**config.mk**
```make
export PLATFORM = sky130hd
export DESIGN_NAME = flk_lock_unit
export DESIGN_NICKNAME = d
export VERILOG_FILES = /design/src/rtl/flk_pkg.sv /design/src/rtl/flk_rst_sync.sv /design/src/rtl/flk_addr_decode.sv /design/src/rtl/flk_policy.sv /design/src/rtl/flk_lock_regs.sv /design/src/rtl/flk_id_read.sv /design/src/rtl/flk_lock_unit.sv
export SDC_FILE = /design/constraint.sdc
export NUM_CORES = 1
export LEC_CHECK = 0
export ABC_AREA = 1
export BUFFER_PORTS_ARGS = -buffer_cell sky130_fd_sc_hd__buf_4
export CORE_MARGIN = 2
export CORE_UTILIZATION = 54
export CTS_BUF_LIST = sky130_fd_sc_hd__clkbuf_16
export DETAILED_ROUTE_END_ITERATION = 10
export PLACE_DENSITY = 0.82
export SYNTH_ARGS = -nofsm -noshare
export SYNTH_HDL_FRONTEND = slang
export SYNTH_HIERARCHICAL = 1
export SYNTH_SLANG_ARGS = --single-unit
export TNS_END_PERCENT = 30
```
**constraint.sdc**
```tcl
create_clock -name clk -period 1.9 [get_ports clk]
set_clock_uncertainty 0.05 [all_clocks]
set_input_delay 0.38 -clock clk [delete_from_list [all_inputs] [get_ports clk]]
set_output_delay 0.38 -clock clk [all_outputs]
set_load 0.01 [all_outputs]
```
**src/rtl/flk_pkg.sv**
```systemverilog
package flk_pkg;
  typedef enum logic [2:0] {
    OP_ERASE      = 3'd0,
    OP_WRITE      = 3'd1,
    OP_LOCK_BLK   = 3'd2,
    OP_LOCK_PERM  = 3'd3,
    OP_UNLOCK_ALL = 3'd4
  } op_e;

  localparam int unsigned OP_W = 3;
endpackage

```
**src/rtl/flk_rst_sync.sv**
```systemverilog
module flk_rst_sync #(
  parameter int unsigned STAGES = 2
) (
  input  logic clk,
  input  logic rst_n,
  output logic rst_sync_n
);
  logic [STAGES-1:0] chain_q;
  logic [STAGES-1:0] chain_d;

  always_comb begin
    chain_d = {chain_q[STAGES-2:0], 1'b1};
  end

  always_ff @(posedge clk or negedge rst_n) begin
    if (!rst_n) chain_q <= '0;
    else        chain_q <= chain_d;
  end

  assign rst_sync_n = chain_q[STAGES-1];
endmodule

```
**src/rtl/flk_addr_decode.sv**
```systemverilog
module flk_addr_decode #(
  parameter int unsigned ADDR_W = 19,
  parameter int unsigned BLK_W  = 4,
  localparam int unsigned OFF_W = ADDR_W - BLK_W
) (
  input  logic [ADDR_W-1:0] addr,
  output logic [BLK_W-1:0]  blk_idx,
  output logic [OFF_W-1:0]  blk_off
);
  assign blk_idx = addr[ADDR_W-1:OFF_W];
  assign blk_off = addr[OFF_W-1:0];
endmodule

```
**src/rtl/flk_policy.sv**
```systemverilog
module flk_policy
  import flk_pkg::*;
(
  input  logic [OP_W-1:0] op_code,
  input  logic            blk_locked,
  input  logic            perm_locked,
  input  logic            wp_hi,
  input  logic            rp_hv,
  output logic            legal,
  output logic            allow
);
  logic hw_unlock;
  op_e  op;

  always_comb begin
    op        = op_e'(op_code);
    hw_unlock = wp_hi | rp_hv;
    legal     = 1'b1;
    allow     = 1'b0;
    case (op)
      OP_ERASE, OP_WRITE: allow = !blk_locked || (!perm_locked && hw_unlock);
      OP_LOCK_BLK:        allow = !perm_locked && hw_unlock;
      OP_LOCK_PERM:       allow = rp_hv;
      OP_UNLOCK_ALL:      allow = !perm_locked && hw_unlock;
      default:            legal = 1'b0;
    endcase
  end
endmodule

```
**src/rtl/flk_lock_regs.sv**
```systemverilog
module flk_lock_regs #(
  parameter int unsigned BLK_W = 4,
  localparam int unsigned NBLK = 1 << BLK_W
) (
  input  logic             clk,
  input  logic             rst_n,
  input  logic             set_blk,
  input  logic [BLK_W-1:0] set_idx,
  input  logic             clr_all,
  input  logic             set_perm,
  output logic [NBLK-1:0]  lock_bits,
  output logic             perm_bit
);
  logic [NBLK-1:0] lock_q;
  logic [NBLK-1:0] lock_d;
  logic [NBLK-1:0] lock_en;
  logic            perm_q;
  logic            perm_d;
  logic            perm_en;

  for (genvar g = 0; g < NBLK; g++) begin : g_blk
    always_comb begin
      lock_en[g] = clr_all || (set_blk && (set_idx == BLK_W'(g)));
      lock_d[g]  = !clr_all;
    end

    always_ff @(posedge clk or negedge rst_n) begin
      if (!rst_n)          lock_q[g] <= 1'b0;
      else if (lock_en[g]) lock_q[g] <= lock_d[g];
    end
  end

  always_comb begin
    perm_en = set_perm && !perm_q;
    perm_d  = 1'b1;
  end

  always_ff @(posedge clk or negedge rst_n) begin
    if (!rst_n)       perm_q <= 1'b0;
    else if (perm_en) perm_q <= perm_d;
  end

  assign lock_bits = lock_q;
  assign perm_bit  = perm_q;
endmodule

```
**src/rtl/flk_id_read.sv**
```systemverilog
module flk_id_read #(
  parameter int unsigned ADDR_W   = 19,
  parameter int unsigned BLK_W    = 4,
  parameter int unsigned DATA_W   = 16,
  parameter logic [DATA_W-1:0] MFR_CODE = 16'h00B0,
  parameter logic [DATA_W-1:0] DEV_CODE = 16'h0050,
  localparam int unsigned OFF_W = ADDR_W - BLK_W,
  localparam int unsigned NBLK  = 1 << BLK_W
) (
  input  logic [ADDR_W-1:0] addr,
  input  logic [BLK_W-1:0]  blk_idx,
  input  logic [OFF_W-1:0]  blk_off,
  input  logic [NBLK-1:0]   lock_bits,
  input  logic              perm_bit,
  output logic [DATA_W-1:0] id_data
);
  localparam logic [OFF_W-1:0] LOCK_OFF = OFF_W'(2);

  always_comb begin
    id_data = '0;
    if (addr == ADDR_W'(0))          id_data = MFR_CODE;
    else if (addr == ADDR_W'(1))     id_data = DEV_CODE;
    else if (addr == ADDR_W'(3))     id_data = DATA_W'(perm_bit);
    else if (blk_off == LOCK_OFF)    id_data = DATA_W'(lock_bits[blk_idx]);
  end
endmodule

```
**src/rtl/flk_lock_unit.sv**
```systemverilog
module flk_lock_unit
  import flk_pkg::*;
#(
  parameter int unsigned ADDR_W = 19,
  parameter int unsigned BLK_W  = 4,
  parameter int unsigned DATA_W = 16,
  localparam int unsigned OFF_W = ADDR_W - BLK_W,
  localparam int unsigned NBLK  = 1 << BLK_W
) (
  input  logic              clk,
  input  logic              rst_n,
  input  logic              op_valid,
  input  logic [2:0]        op_code,
  input  logic [ADDR_W-1:0] addr,
  input  logic              wp_hi,
  input  logic              rp_hv,
  output logic              permit,
  output logic              lock_err,
  output logic [DATA_W-1:0] id_data
);
  logic             rst_sync_n;
  logic [BLK_W-1:0] blk_idx;
  logic [OFF_W-1:0] blk_off;
  logic [NBLK-1:0]  lock_q;
  logic             perm_q;
  logic             legal;
  logic             allow;
  logic             go;
  logic             set_blk;
  logic             clr_all;
  logic             set_perm;
  logic             permit_q, permit_d;
  logic             err_q, err_d;

  flk_rst_sync #(.STAGES(2)) u_rst (
    .clk(clk), .rst_n(rst_n), .rst_sync_n(rst_sync_n)
  );

  flk_addr_decode #(.ADDR_W(ADDR_W), .BLK_W(BLK_W)) u_dec (
    .addr(addr), .blk_idx(blk_idx), .blk_off(blk_off)
  );

  flk_policy u_pol (
    .op_code(op_code), .blk_locked(lock_q[blk_idx]), .perm_locked(perm_q),
    .wp_hi(wp_hi), .rp_hv(rp_hv), .legal(legal), .allow(allow)
  );

  always_comb begin
    go       = op_valid && legal && allow;
    set_blk  = go && (op_e'(op_code) == OP_LOCK_BLK);
    clr_all  = go && (op_e'(op_code) == OP_UNLOCK_ALL);
    set_perm = go && (op_e'(op_code) == OP_LOCK_PERM);
    permit_d = go;
    err_d    = op_valid && legal && !allow;
  end

  flk_lock_regs #(.BLK_W(BLK_W)) u_regs (
    .clk(clk), .rst_n(rst_sync_n), .set_blk(set_blk), .set_idx(blk_idx),
    .clr_all(clr_all), .set_perm(set_perm), .lock_bits(lock_q), .perm_bit(perm_q)
  );

  always_ff @(posedge clk or negedge rst_sync_n) begin
    if (!rst_sync_n) begin
      permit_q <= 1'b0;
      err_q    <= 1'b0;
    end else begin
      permit_q <= permit_d;
      err_q    <= err_d;
    end
  end

  flk_id_read #(.ADDR_W(ADDR_W), .BLK_W(BLK_W), .DATA_W(DATA_W)) u_id (
    .addr(addr), .blk_idx(blk_idx), .blk_off(blk_off),
    .lock_bits(lock_q), .perm_bit(perm_q), .id_data(id_data)
  );

  assign permit   = permit_q;
  assign lock_err = err_q;
endmodule

```
Word-level counts from Yosys, hierarchy flattened
Index checks and enable logic that the tools add are counted.

Output and inout port bits: 18. Word-level logic and storage cells: 103. Input bits: 27. Bits in registers: 21.

Equal/unequal tests: 22. Multiplexer cells: 8. Bitwise operators: 1. Reduce and logical (&&, ||, !) cells: 51. Magnitude comparators: 1.

Operators by type and width (count): 2-to-1 mux 16 bit (3); == test 4 bit, second input constant (8); logical AND 1 bit (24); == test 19 x 1 -> 1 bit, second input constant (1); == test 19 x 2 -> 1 bit, second input constant (1); zero test 19 bit (1); logical OR 1 bit (17); == test 4 x 3 -> 1 bit, second input constant (4); == test 15 x 2 -> 1 bit, second input constant (1); == test 4 x 2 -> 1 bit, second input constant (2); == test 3 x 2 -> 1 bit, second input constant (2); less-than comparator 4 x 5 -> 1 bit, second input constant (1); OR reduction 5 bit (1); binary-select mux 1 bit (select 4 bit) (1); == test 4 x 1 -> 1 bit, second input constant (1); zero test 1 bit (4); zero test 4 bit (1); OR reduction 2 bit (2); == test 3 x 1 -> 1 bit, second input constant (1); == test 3 bit, second input constant (1); zero test 3 bit (1); 2-to-1 mux 1 bit (3); case mux 1 bit (3 select lines) (1); OR 1 bit (1).

Logic depth before layout (Yosys ltp)
Gate-level depths: netlist of run 1.

Depth after elaboration: 9. Mapped depth: 23. Gate-level depth less buffers: 20.

Cells and area by module
The synthesis of run 1 kept the hierarchy.

Modules (own cells, without submodules): flk_lock_regs (cells an instance 86, area an instance 733.2 um^2, instances 1); flk_id_read (cells an instance 115, area an instance 538.0 um^2, instances 1); flk_lock_unit (cells an instance 62, area an instance 332.8 um^2, instances 1); flk_addr_decode (cells an instance 19, area an instance 142.6 um^2, instances 1); flk_policy (cells an instance 18, area an instance 68.8 um^2, instances 1); flk_rst_sync (cells an instance 3, area an instance 53.8 um^2, instances 1).

Least setup slack after synthesis of run 1
No wires, ideal clock.

Path type: in2reg. From: input port addr[15]. To: register u_regs.lock_q[5], in the netlist u_regs/lock_bits[5]. Data required time: 1.779 ns. Slack: -0.358 ns. Arrival: 2.136 ns. Buffers on the path: 3. Stages on the path: 22. Cell sequence: buf_4 -> buf_6 -> inv_8 -> nand2_2 -> nand3_1 -> nand3_1 -> nand3_1 -> nand2_1 -> inv_1 -> nand2_1 -> nand2_1 -> nand2_1 -> nand2_1 -> nand3_1 -> inv_1 -> nand2_1 -> nor3_1 -> buf_6 -> nand3_2 -> nor2_1 -> nor2_1 -> nor2_1.

Cells in the longest elaborated chain, start to end: 9.

RTL lines: start: declaration (RTL line flk_lock_unit.sv:14) `input logic [ADDR_W-1:0] addr,`; binary-select mux 1 bit (select 4 bit) (RTL line flk_lock_unit.sv:44) `.op_code(op_code), .blk_locked(lock_q[blk_idx]), .perm_locked(perm_q),`; 2-to-1 mux 1 bit (implied by the code) (RTL line flk_lock_unit.sv:44); zero test 1 bit (RTL line flk_policy.sv:21) `OP_ERASE, OP_WRITE: allow = !blk_locked || (!perm_locked && hw_unlock);`; logical OR 1 bit (RTL line flk_policy.sv:21); case mux 1 bit (3 select lines) (RTL line flk_policy.sv:20) `case (op)`; net allow (RTL line flk_lock_unit.sv:27) `logic allow;`; logical AND 1 bit (RTL line flk_lock_unit.sv:49) `go = op_valid && legal && allow;`; net go (RTL line flk_lock_unit.sv:28) `logic go;`; logical AND 1 bit (RTL line flk_lock_unit.sv:50) `set_blk = go && (op_e'(op_code) == OP_LOCK_BLK);`; net set_blk (RTL line flk_lock_unit.sv:29) `logic set_blk;`; logical AND 1 bit (RTL line flk_lock_regs.sv:23) `lock_en[g] = clr_all || (set_blk && (set_idx == BLK_W'(g)));`; logical OR 1 bit (RTL line flk_lock_regs.sv:23); end signal: indexed assignment (RTL line flk_lock_regs.sv:29) `else if (lock_en[g]) lock_q[g] <= lock_d[g];`; end: declaration (RTL line flk_lock_regs.sv:14) `logic [NBLK-1:0] lock_q;`.

The timed path passes the listed nets, and every way through them passes these cells. The select of a mux whose other input is x is not followed. A chain may end at the register's enable or synchronous reset.

Final worst setup path of run 1
From: register u_regs.lock_q[13], in the netlist u_regs/lock_bits[13]. To: register u_regs.lock_q[10], in the netlist u_regs/lock_bits[10].

Cells in the longest elaborated chain, start to end: 9.

RTL lines (RTL line): binary-select mux 1 bit (select 4 bit) (flk_lock_unit.sv:44); 2-to-1 mux 1 bit (implied by the code) (flk_lock_unit.sv:44); zero test 1 bit (flk_policy.sv:21); logical OR 1 bit (flk_policy.sv:21); case mux 1 bit (3 select lines) (flk_policy.sv:20); net allow (flk_lock_unit.sv:27); logical AND 1 bit (flk_lock_unit.sv:49); net go (flk_lock_unit.sv:28); logical AND 1 bit (flk_lock_unit.sv:50); net set_blk (flk_lock_unit.sv:29); logical AND 1 bit (flk_lock_regs.sv:23); logical OR 1 bit (flk_lock_regs.sv:23).

The timed path passes the listed nets, and every way through them passes these cells. The select of a mux whose other input is x is not followed.

==> results of run 1 <==
[per-stage QoR]
stage | hold WS [ns] | total power, mW | setup WS [ns] | instances
after floorplan | 0.0344 | 0.896 | -0.239 | 313
after global placement | 0.113 | 1.08 | -0.339 | 387
after detailed placement | 0.114 | 1.09 | -0.424 | 387
after CTS | 0.289 | 1.55 | -0.177 | 396
after global routing | 0.310 | 1.74 | -0.461 | 400
final | 0.256 | 1.65 | -0.319 | 400
[worst max path at each step]
stage / start / endpoint / slack (ns) / cells after the start
finish: u_regs/lock_bits[13]$_DFFE_PN0P_ / u_regs/lock_bits[10]$_DFFE_PN0P_ / -0.32 / 20
global route: u_regs/lock_bits[13]$_DFFE_PN0P_ / u_regs/lock_bits[10]$_DFFE_PN0P_ / -0.46 / 20
CTS: u_regs/lock_bits[2]$_DFFE_PN0P_ / u_regs/lock_bits[10]$_DFFE_PN0P_ / -0.18 / 20
detailed placement: addr[15] / u_regs/lock_bits[11]$_DFFE_PN0P_ / -0.42 / 22
global placement: addr[15] / u_regs/lock_bits[15]$_DFFE_PN0P_ / -0.34 / 22
floorplan: addr[15] / u_regs/lock_bits[9]$_DFFE_PN0P_ / -0.24 / 22
[cell type report]
type                            count  area, um2  area share
Inverter                           65        262       0.103
Multi-Input combinational cell    191       1040       0.411
Tap cell                           46       57.6      0.0227
Clock inverter                      1       5.00     0.00198
Sequential cell                    21        526       0.208
Clock buffer                        3       75.1      0.0297
Timing Repair Buffer               73        566       0.223
[power groups by stage]
stage	clock (mW)	combinational (mW)	sequential (mW)
4_1_cts	0.446	0.534	0.575
3_3_place_gp	0	0.502	0.578
5_1_grt	0.470	0.684	0.590
3_5_place_dp	0	0.508	0.581
2_1_floorplan	0	0.312	0.584
6_report	0.446	0.621	0.580
[critical path: cells and delay by family (launching register included)]
| kind | cells | cell delay (ns) |
|---|---|---|
| buf+inv | 4 | 0.38 |
| flops | 1 | 0.40 |
| simple gates | 16 | 1.27 |
[routing by layer]
layer / wire (um) / vias to the layer above
met5: 0 / -
met4: 55 / 0
met3: 399 / 11
met2: 2630 / 114
met1: 2160 / 923
li1: - / 960
[cell usage after synthesis, drive strengths merged]
cell,number,area share
inv,65,0.14
conb,2,0.0040
buf,35,0.15
dfrtp,21,0.28
nor4,1,0.0033
nor2,43,0.088
a21oi,13,0.037
nor3,2,0.0054
and2,2,0.0067
clkbuf,1,0.0027
nand2,80,0.17
nand3b,1,0.0060
or2,2,0.0067
nand3,35,0.10
[state kept, by name (all words and copies together), names as in the netlist]
signal	cells
u_regs/lock_bits	16
permit	1
u_rst/chain_q	2
lock_err	1
u_regs/perm_bit	1
[repair_timing]
action	CTS	global route
setup endpoints to repair	21	21
hold buffers	1	0
gates resized for setup	12	42
endpoints found under the hold margin	2	0
cloned	0	1
pin swaps	11	28
setup buffers	4	3
[cell families after synthesis]
kind of cell    Yosys count
simple gates            166
buf+inv                 101
compound gates           13
flops                    21
other cells               2
==> results.md, run 1 <==
* Worst Hold Class: reg -> async
* Final Core Density at 0.759
* Worst R2R End: u_regs/lock_bits[10]$_DFFE_PN0P_
* Compound-Gate Fraction of Synth Area at 0.0368
* Pre-antenna DRT Iters at 5
* Internal at 1.10 mW
* Fmax at 0.451 GHz
* Root buf cell: clkbuf_16
* Pwr Density at 651 nW/um2
* Seq/Total Area, Yosys at 0.281
* Die height at 62.8 um
* Slew @ Worst Pin at 0.734 ns
* Crit-path slowest cell: dfrtp_1
* Syn_area_per_cell at 6.17 um2
* CP most frequent cell: nand2_1
* Period minus WS final at 2.22 ns
* Initial antenna violation count at 0
* DRC at 0
* Reg2Reg Depth at 20
* Startpoint type of the worst setup path: flip-flop
* Total track usage at 0.239
* NetSw at 546 uW
* Total CTS buffers at 3
* Dpl cell area at 2200 um2
* Reg-to-reg critical path startpoint: u_regs/lock_bits[13]$_DFFE_PN0P_
* Sequential Power Share at 0.352
* Diodes inserted at 0
* Setup repair after global routing missed its margin: true
* Flops & latches, synth at 21
* Drt initial violations at 151
* Crit. End Element: flip-flop
* Synth warn at 6
* Worst-Skew Late Latency at 0.25 ns
* Final Slew Violations at 0
* Xor-xnor portion of the synthesized cell area at 0
* First-pass GRT wire length at 7.61 mm
* Data required, critical path at 2.01 ns
* Grt met3 use at 0.0270
* Nets at 382
* CP max stage delay at 0.40 ns
* Mapped Cells at 303
* WL final at 5.25 mm
* Clock sink count at 21
* Setup-failing EPs final at 17
* Core ar. at 3340 um2
* Vias in the first global route at 1812
* Share of layout cells above drive strength 1 at 0.387
* Design Area, Final at 2530 um2
* H-tree Lvls at 1
* Most frequent cells in the layout: 69 x buf_4, 65 x nand2_1, 57 x inv_1
* Port Buf Inserts at 33
* Gpl congestion at 0.996
* Layout area overhead at 35.4%
* Max-Cap Viols at 0
* Fin crit share at 1.17
* Starting Density at 0.560
* Post-Synth Adder-Cell Area at 0
* Largest family of logic cells by synthesized area: simple AND/OR/NAND/NOR gates
* Critical Path AT at 2.33 ns
* Die X at 62.8 um
* Rel. slew slack at 0.511
* Total global routing overflow at 0
* Clock power share at 0.271
* Clock transition at path regs at 0.06 ns
* Largest net degree at the start of global routing at 20
* Comb pwr share at 0.377
* Rows at 21
* Net Sw Frac at 0.332
* Distinct cells, synth at 22
* Setup TNS at -4.20 ns
* Die area at 3950 um2
* Max Root-Sink Buffers at 2
* Antenna violation net count after detailed routing at 0
* Crit-path cells: inv_1 -> nand2_1 -> nand3_2 -> nand3_2 -> nand3_1 -> nand2_1 -> inv_1 -> nand2_1 -> nand2_1 -> nand2_1 -> nand2_2 -> nand3_2 -> inv_2 -> nand2_2 -> nor3_2 -> buf_6 -> nand3_4 -> nor2_4 -> nor2_2 -> nor2_1
* Mux cell area share after synthesis at 0
* Post-route setup slack at -0.319 ns
* Fill cell count at 238
* # IOs at 45
* Setup slack, reg-to-reg at -0.32 ns
* CTS tree: done
* Violated checks: setup timing
* Hold Vio Cnt, Final at 0
* Top Usage Layer GRT: met2
* Drt wl/cell at 13.1 um
* Via count at 2008
* GR Util met2 at 0.429
* Post-DR vias/cell at 5.02
* Crit path kind: reg -> reg
* Post-Synth Simple-Gate Area at 0.392
* Commonest non-fill, non-tap cell in the layout: buf_4
* Leak at 1.39 nW
* Grt met1 use at 0.295
* Peak supply drop at 0.519 mV
* Mapped cell area at 1870 um2
* Detailed Place HPWL at 3.33 mm
* Status: complete, but fails checks
* CP Max Fanout at 7
No activity file was read; power rests on OpenSTA's default activity.
==> run 2, diff against run 1 <==
Settings changed: CORE_MARGIN 2 to 1, PLACE_DENSITY 0.82 to default, PLACE_DENSITY_LB_ADDON from default to 0.1.
==> run 2 against run 1 <==
Effect of this change:
- the run still ends with setup timing left
- non-clock buffer count is 1 higher
- sequential power hardly changed
- register-to-register slack worse by 0.08 ns
- clock power hardly changed
==> results.md, run 2 (synthesis results as in run 1) <==
* Status: complete, but fails checks
* Violated checks: setup timing
* Gpl congestion at 0.985
* Port Buf Inserts at 33
* Rel. slew slack at 0.473
* First-pass GRT wire length at 7.42 mm
* Setup-failing EPs final at 18
* Pwr Density at 656 nW/um2
* Most frequent cells in the layout: 67 x buf_4, 66 x nand2_1, 56 x inv_1
* Crit-path slowest cell: dfrtp_1
* CTS tree: done
* Clock transition at path regs at 0.06 ns
* Data required, critical path at 2.02 ns
* Leak at 1.40 nW
* Max Root-Sink Buffers at 2
* Core ar. at 3180 um2
* Multi-input logic area at 1000 um2
* # IOs at 45
* Pre-antenna DRT Iters at 5
* Startpoint type of the worst setup path: flip-flop
* Final Slew Violations at 0
* Reg2Reg Depth at 19
* Clock sink count at 21
* Post-DR vias/cell at 4.91
* Commonest non-fill, non-tap cell in the layout: buf_4
* Setup slack, reg-to-reg at -0.40 ns
* Worst Hold Class: reg -> async
* Sequential cell area at 526 um2
* Fill cell count at 236
* Total CTS buffers at 3
* Via count at 1958
* Drt initial violations at 157
* Vias in the first global route at 1697
* Share of layout cells above drive strength 1 at 0.377
* CP Max Fanout at 6
* Max-Cap Viols at 0
* Total track usage at 0.272
* CP max stage delay at 0.39 ns
* Crit-path cells: inv_1 -> nand2_1 -> nand3_2 -> nand3_2 -> nand3_1 -> nand2_1 -> inv_1 -> nand2_1 -> nand2_1 -> nand2_2 -> nand2_2 -> nand3_2 -> inv_2 -> nand2_2 -> nor3_2 -> buf_6 -> buf_12 -> nand3_1 -> a21oi_1
* Period minus WS final at 2.30 ns
* Nets at 383
* Worst hold slack at 0.279 ns
* CP most frequent cell: nand2_1
* Drt wl/cell at 13.0 um
* Peak supply drop at 0.516 mV
* Detailed Place HPWL at 3.37 mm
* Pre-CTS WS at -0.380 ns
* Largest net degree at the start of global routing at 20
* Reg-to-reg critical path startpoint: u_regs/lock_bits[1]$_DFFE_PN0P_
* Post-route setup slack at -0.397 ns
* Cell family with most CP delay: simple AND/OR/NAND/NOR gates
* Initial antenna violation count at 0
* CP bufs+invs at 5
* Slew @ Worst Pin at 0.791 ns
* Crit path kind: reg -> reg
* Setup repair after global routing missed its margin: true
* WL final at 5.20 mm
* Critical Path AT at 2.41 ns
* Fin crit share at 1.21
* Antenna violation net count after detailed routing at 0
* Hold Vio Cnt, Final at 0
* Total Power at 1.65 mW
* Rows at 20
* Starting Density at 0.588
* Die X at 60.8 um
* Die area at 3700 um2
* Layout area overhead at 34.5%
* Crit. End Element: flip-flop
* Final Core Density at 0.791
* H-tree Lvls at 1
* Worst R2R End: u_regs/lock_bits[13]$_DFFE_PN0P_
* Worst-Skew Late Latency at 0.25 ns
* Max reg flops at 16
* Root buf cell: clkbuf_16
* Fmax at 0.435 GHz
* DRC at 0
* Diodes inserted at 0
* Die height at 60.8 um
* Total global routing overflow at 0
## run 2: cell count changes in the layout (fill, tap and decap cells not counted), moves of 3 or more
| cell | previous run | this run |
|---|---|---|
| buf_6 | 2 | 5 |
| nor2_1 | 37 | 33 |
| nand3_4 | 5 | 2 |
| a21oi_2 | 10 | 4 |
| nor2_2 | 3 | 6 |
| a21oi_1 | 3 | 9 |
## run 2: repair_timing
action | in CTS | in global routing
hold endpoints to repair | 2 | 0
cloned | 0 | 0
hold buffers | 1 | 0
resized for setup | 14 | 31
setup buffers | 6 | 2
endpoints found under the setup margin | 21 | 23
pin swaps | 8 | 26
## run 2: stage by stage
step	cell area [um2]	std cells	TNS (ns)
after floorplan	1940	313	-2.55
after global placement	2210	386	-4.73
after detailed placement	2210	386	-5.54
after CTS	2390	397	-1.72
after global routing	2510	399	-9.07
final	2510	399	-5.52
## run 2: worst max path at each step
| stage | start | to | slack, ns | cells after the start |
|---|---|---|---|---|
| after floorplan | addr[15] | u_regs/lock_bits[9]$_DFFE_PN0P_ | -0.24 | 22 |
| after global placement | addr[15] | u_regs/lock_bits[10]$_DFFE_PN0P_ | -0.34 | 21 |
| after detailed placement | addr[15] | u_regs/lock_bits[15]$_DFFE_PN0P_ | -0.38 | 21 |
| after CTS | u_regs/lock_bits[9]$_DFFE_PN0P_ | u_regs/lock_bits[15]$_DFFE_PN0P_ | -0.13 | 20 |
| after global routing | u_regs/lock_bits[1]$_DFFE_PN0P_ | u_regs/lock_bits[13]$_DFFE_PN0P_ | -0.59 | 19 |
| final | u_regs/lock_bits[1]$_DFFE_PN0P_ | u_regs/lock_bits[13]$_DFFE_PN0P_ | -0.40 | 19 |
## run 2: report_power, final
part           internal, mW  leakage [nW]  switching, mW
logic                 0.299          1.09          0.322
registers             0.524         0.266         0.0580
clock network         0.285        0.0371          0.162
## run 2: worst reg2reg max path: stages, from the launching register on
cell and delay, ns:
dfrtp_1 0.39, inv_1 0.06, nand2_1 0.06, nand3_2 0.08, nand3_2 0.08, nand3_1 0.08
nand2_1 0.06, inv_1 0.07, nand2_1 0.06, nand2_1 0.08, nand2_2 0.05, nand2_2 0.08
nand3_2 0.09, inv_2 0.09, nand2_2 0.06, nor3_2 0.19, buf_6 0.18, buf_12 0.12
nand3_1 0.09, a21oi_1 0.19
## run 2: per-layer routing
| layer | vias to the layer above | wire, um | global-route usage |
|---|---|---|---|
| met1 | 875 | 2100 | 0.380 |
| met2 | 112 | 2570 | 0.451 |
| li1 | 959 | - | - |
| met3 | 12 | 451 | 0.0256 |
| met4 | 0 | 67 | 0.0812 |
| met5 | - | 0 | 0 |
## run 2: final cells by class
cell class,instances,area share
flip-flops and latches,21,0.209
inverters,65,0.103
clock buffers,3,0.0299
well taps,44,0.0219
repair buffers,74,0.234
clock inverters,1,0.00299
multi-input cells,191,0.399
==> run 3, diff against run 2 <==
Settings changed: CORE_ASPECT_RATIO from default to 1.2, CORE_UTILIZATION 54 to 40.
==> run 3 against run 2 <==
Effect of this change:
- non-clock buffer count rose by 6
- routed wire length is 11% lower
- sequential cell count unchanged
- first-iteration DRC count fell by 60%
- the run still ends with setup timing left
- setup slack gained 0.22 ns
- sequential share of layout area shrank 0.51 points
- clock power is essentially flat
- sequential power is 2% lower
- core utilization decreased by 20 points
- die area increased by 34%
- via count fell by 3.7%
==> results.md, run 3 (synthesis results as in run 1) <==
* Status: complete, but fails checks
* Violated checks: setup timing
* Final Slew Violations at 0
* Pwr Density at 645 nW/um2
* Share of layout cells above drive strength 1 at 0.416
* CP bufs+invs at 5
* Detailed Place HPWL at 3.49 mm
* Crit-path slowest cell: dfrtp_1
* CP most frequent cell: buf_4
* Root buf cell: clkbuf_16
* Period minus WS final at 2.07 ns
* Max reg flops at 16
* Clock sink count at 21
* Drt initial violations at 63
* Crit path kind: reg -> out
* Critical Path AT at 1.64 ns
* Fill cell count at 451
* Vias in the first global route at 1694
* Leak at 1.44 nW
* Initial antenna violation count at 0
* Die area at 4950 um2
* Startpoint type of the worst setup path: flip-flop
* # IOs at 45
* Fin crit share at 1.09
* Max-Cap Viols at 0
* Via count at 1885
* DRC at 0
* Most frequent cells in the layout: 73 x buf_4, 61 x nand2_1, 57 x inv_1
* Total track usage at 0.188
* Post-DR vias/cell at 4.52
* Setup TNS at -2.20 ns
* Clock transition at path regs at 0.06 ns
* Max Root-Sink Buffers at 2
* Rows at 26
* CTS tree: done
* Hold Vio Cnt, Final at 0
* CP Max Fanout at 2
* Crit. End Element: output pin
* Worst hold slack at 0.166 ns
* WL final at 4.61 mm
* Setup repair after global routing missed its margin: true
* CP max stage delay at 0.39 ns
* Total CTS buffers at 3
* H-tree Lvls at 1
* Setup-failing EPs final at 18
* Port Buf Inserts at 33
* Die X at 64.4 um
* Antenna violation net count after detailed routing at 0
* Worst-Skew Late Latency at 0.25 ns
* Pre-antenna DRT Iters at 4
* Worst Hold Class: reg -> async
* Drt wl/cell at 11.1 um
* Diodes inserted at 0
* Largest net degree at the start of global routing at 18
* Total global routing overflow at 0
* Fmax at 0.482 GHz
* Gpl congestion at 0.886
* Post-route setup slack at -0.174 ns
* First-pass GRT wire length at 7.29 mm
* Starting Density at 0.429
* Nets at 389
* Cell family with most CP delay: buffers and inverters
* Crit-path cells: buf_4 -> buf_4 -> buf_4 -> inv_2 -> nand2_1 -> nand3_1 -> nand2_1 -> nand2_1 -> nand3_2 -> nand3_2 -> a21oi_2 -> buf_4
* Peak supply drop at 0.650 mV
* Commonest non-fill, non-tap cell in the layout: buf_4
* Core ar. at 4360 um2
* Data required, critical path at 1.47 ns
* Die height at 76.9 um
* Layout area overhead at 37.9%
-- run 3: metal layers --
| metal | global-route usage | vias to the layer above | wire length [um] |
|---|---|---|---|
| met5 | 0 | - | 0 |
| met4 | 0.0400 | 0 | 38 |
| met3 | 0.0149 | 5 | 200 |
| met2 | 0.338 | 40 | 2320 |
| met1 | 0.240 | 866 | 2060 |
| li1 | - | 974 | - |
-- run 3: worst paths after layout --
path,start,cells past startpoint,slack [ns],endpoint
max in group asynchronous,u_rst/chain_q[1]$_DFF_PN0_,1,1.14,permit$_DFF_PN0_
setup reg to reg,u_regs/lock_bits[12]$_DFFE_PN0P_,20,-0.16,u_regs/lock_bits[11]$_DFFE_PN0P_
setup / recovery,u_regs/lock_bits[12]$_DFFE_PN0P_,12,-0.17,id_data[0]
hold / removal,u_rst/chain_q[1]$_DFF_PN0_,1,0.17,u_regs/lock_bits[1]$_DFFE_PN0P_
min in group clk,u_rst/chain_q[0]$_DFF_PN0_,0,0.30,u_rst/chain_q[1]$_DFF_PN0_
hold reg to reg,u_rst/chain_q[1]$_DFF_PN0_,1,0.17,u_regs/lock_bits[1]$_DFFE_PN0P_
-- run 3: layout make-up --
type | count | area [um2] | area share
tap | 56 | 70.1 | 0.0272
inverter | 65 | 262 | 0.101
clock buffer | 3 | 75.1 | 0.0291
clock inverter | 1 | 5.00 | 0.00194
timing repair buffer | 80 | 624 | 0.242
multi-input combinational | 191 | 1020 | 0.394
sequential | 21 | 526 | 0.204
-- run 3: where the power goes --
| part | internal (mW) | switching [mW] | leakage (nW) | total (mW) |
|---|---|---|---|---|
| Combinational | 0.327 | 0.319 | 1.13 | 0.646 |
| Clock | 0.283 | 0.163 | 0.0409 | 0.446 |
| Sequential | 0.524 | 0.0457 | 0.266 | 0.570 |
-- run 3: through the flow --
stage               power [mW]   util  std cells  setup slack, ns  instance area [um2]
floorplan                0.896      -        313           -0.239                 1940
global placement          1.10  0.510        399           -0.386                 2220
detailed placement        1.10  0.510        399           -0.406                 2220
CTS                       1.61  0.568        414          -0.0963                 2480
global route              1.77  0.591        417           -0.334                 2580
finish                    1.66  0.591        417           -0.174                 2580
-- run 3: what timing repair did --
item / CTS / global route
hold buffers: 2 / 0
setup buffers: 9 / 3
setup endpoints to repair: 21 / 22
endpoints found under the hold margin: 4 / 0
gates resized for setup: 24 / 27
pin swaps: 15 / 18
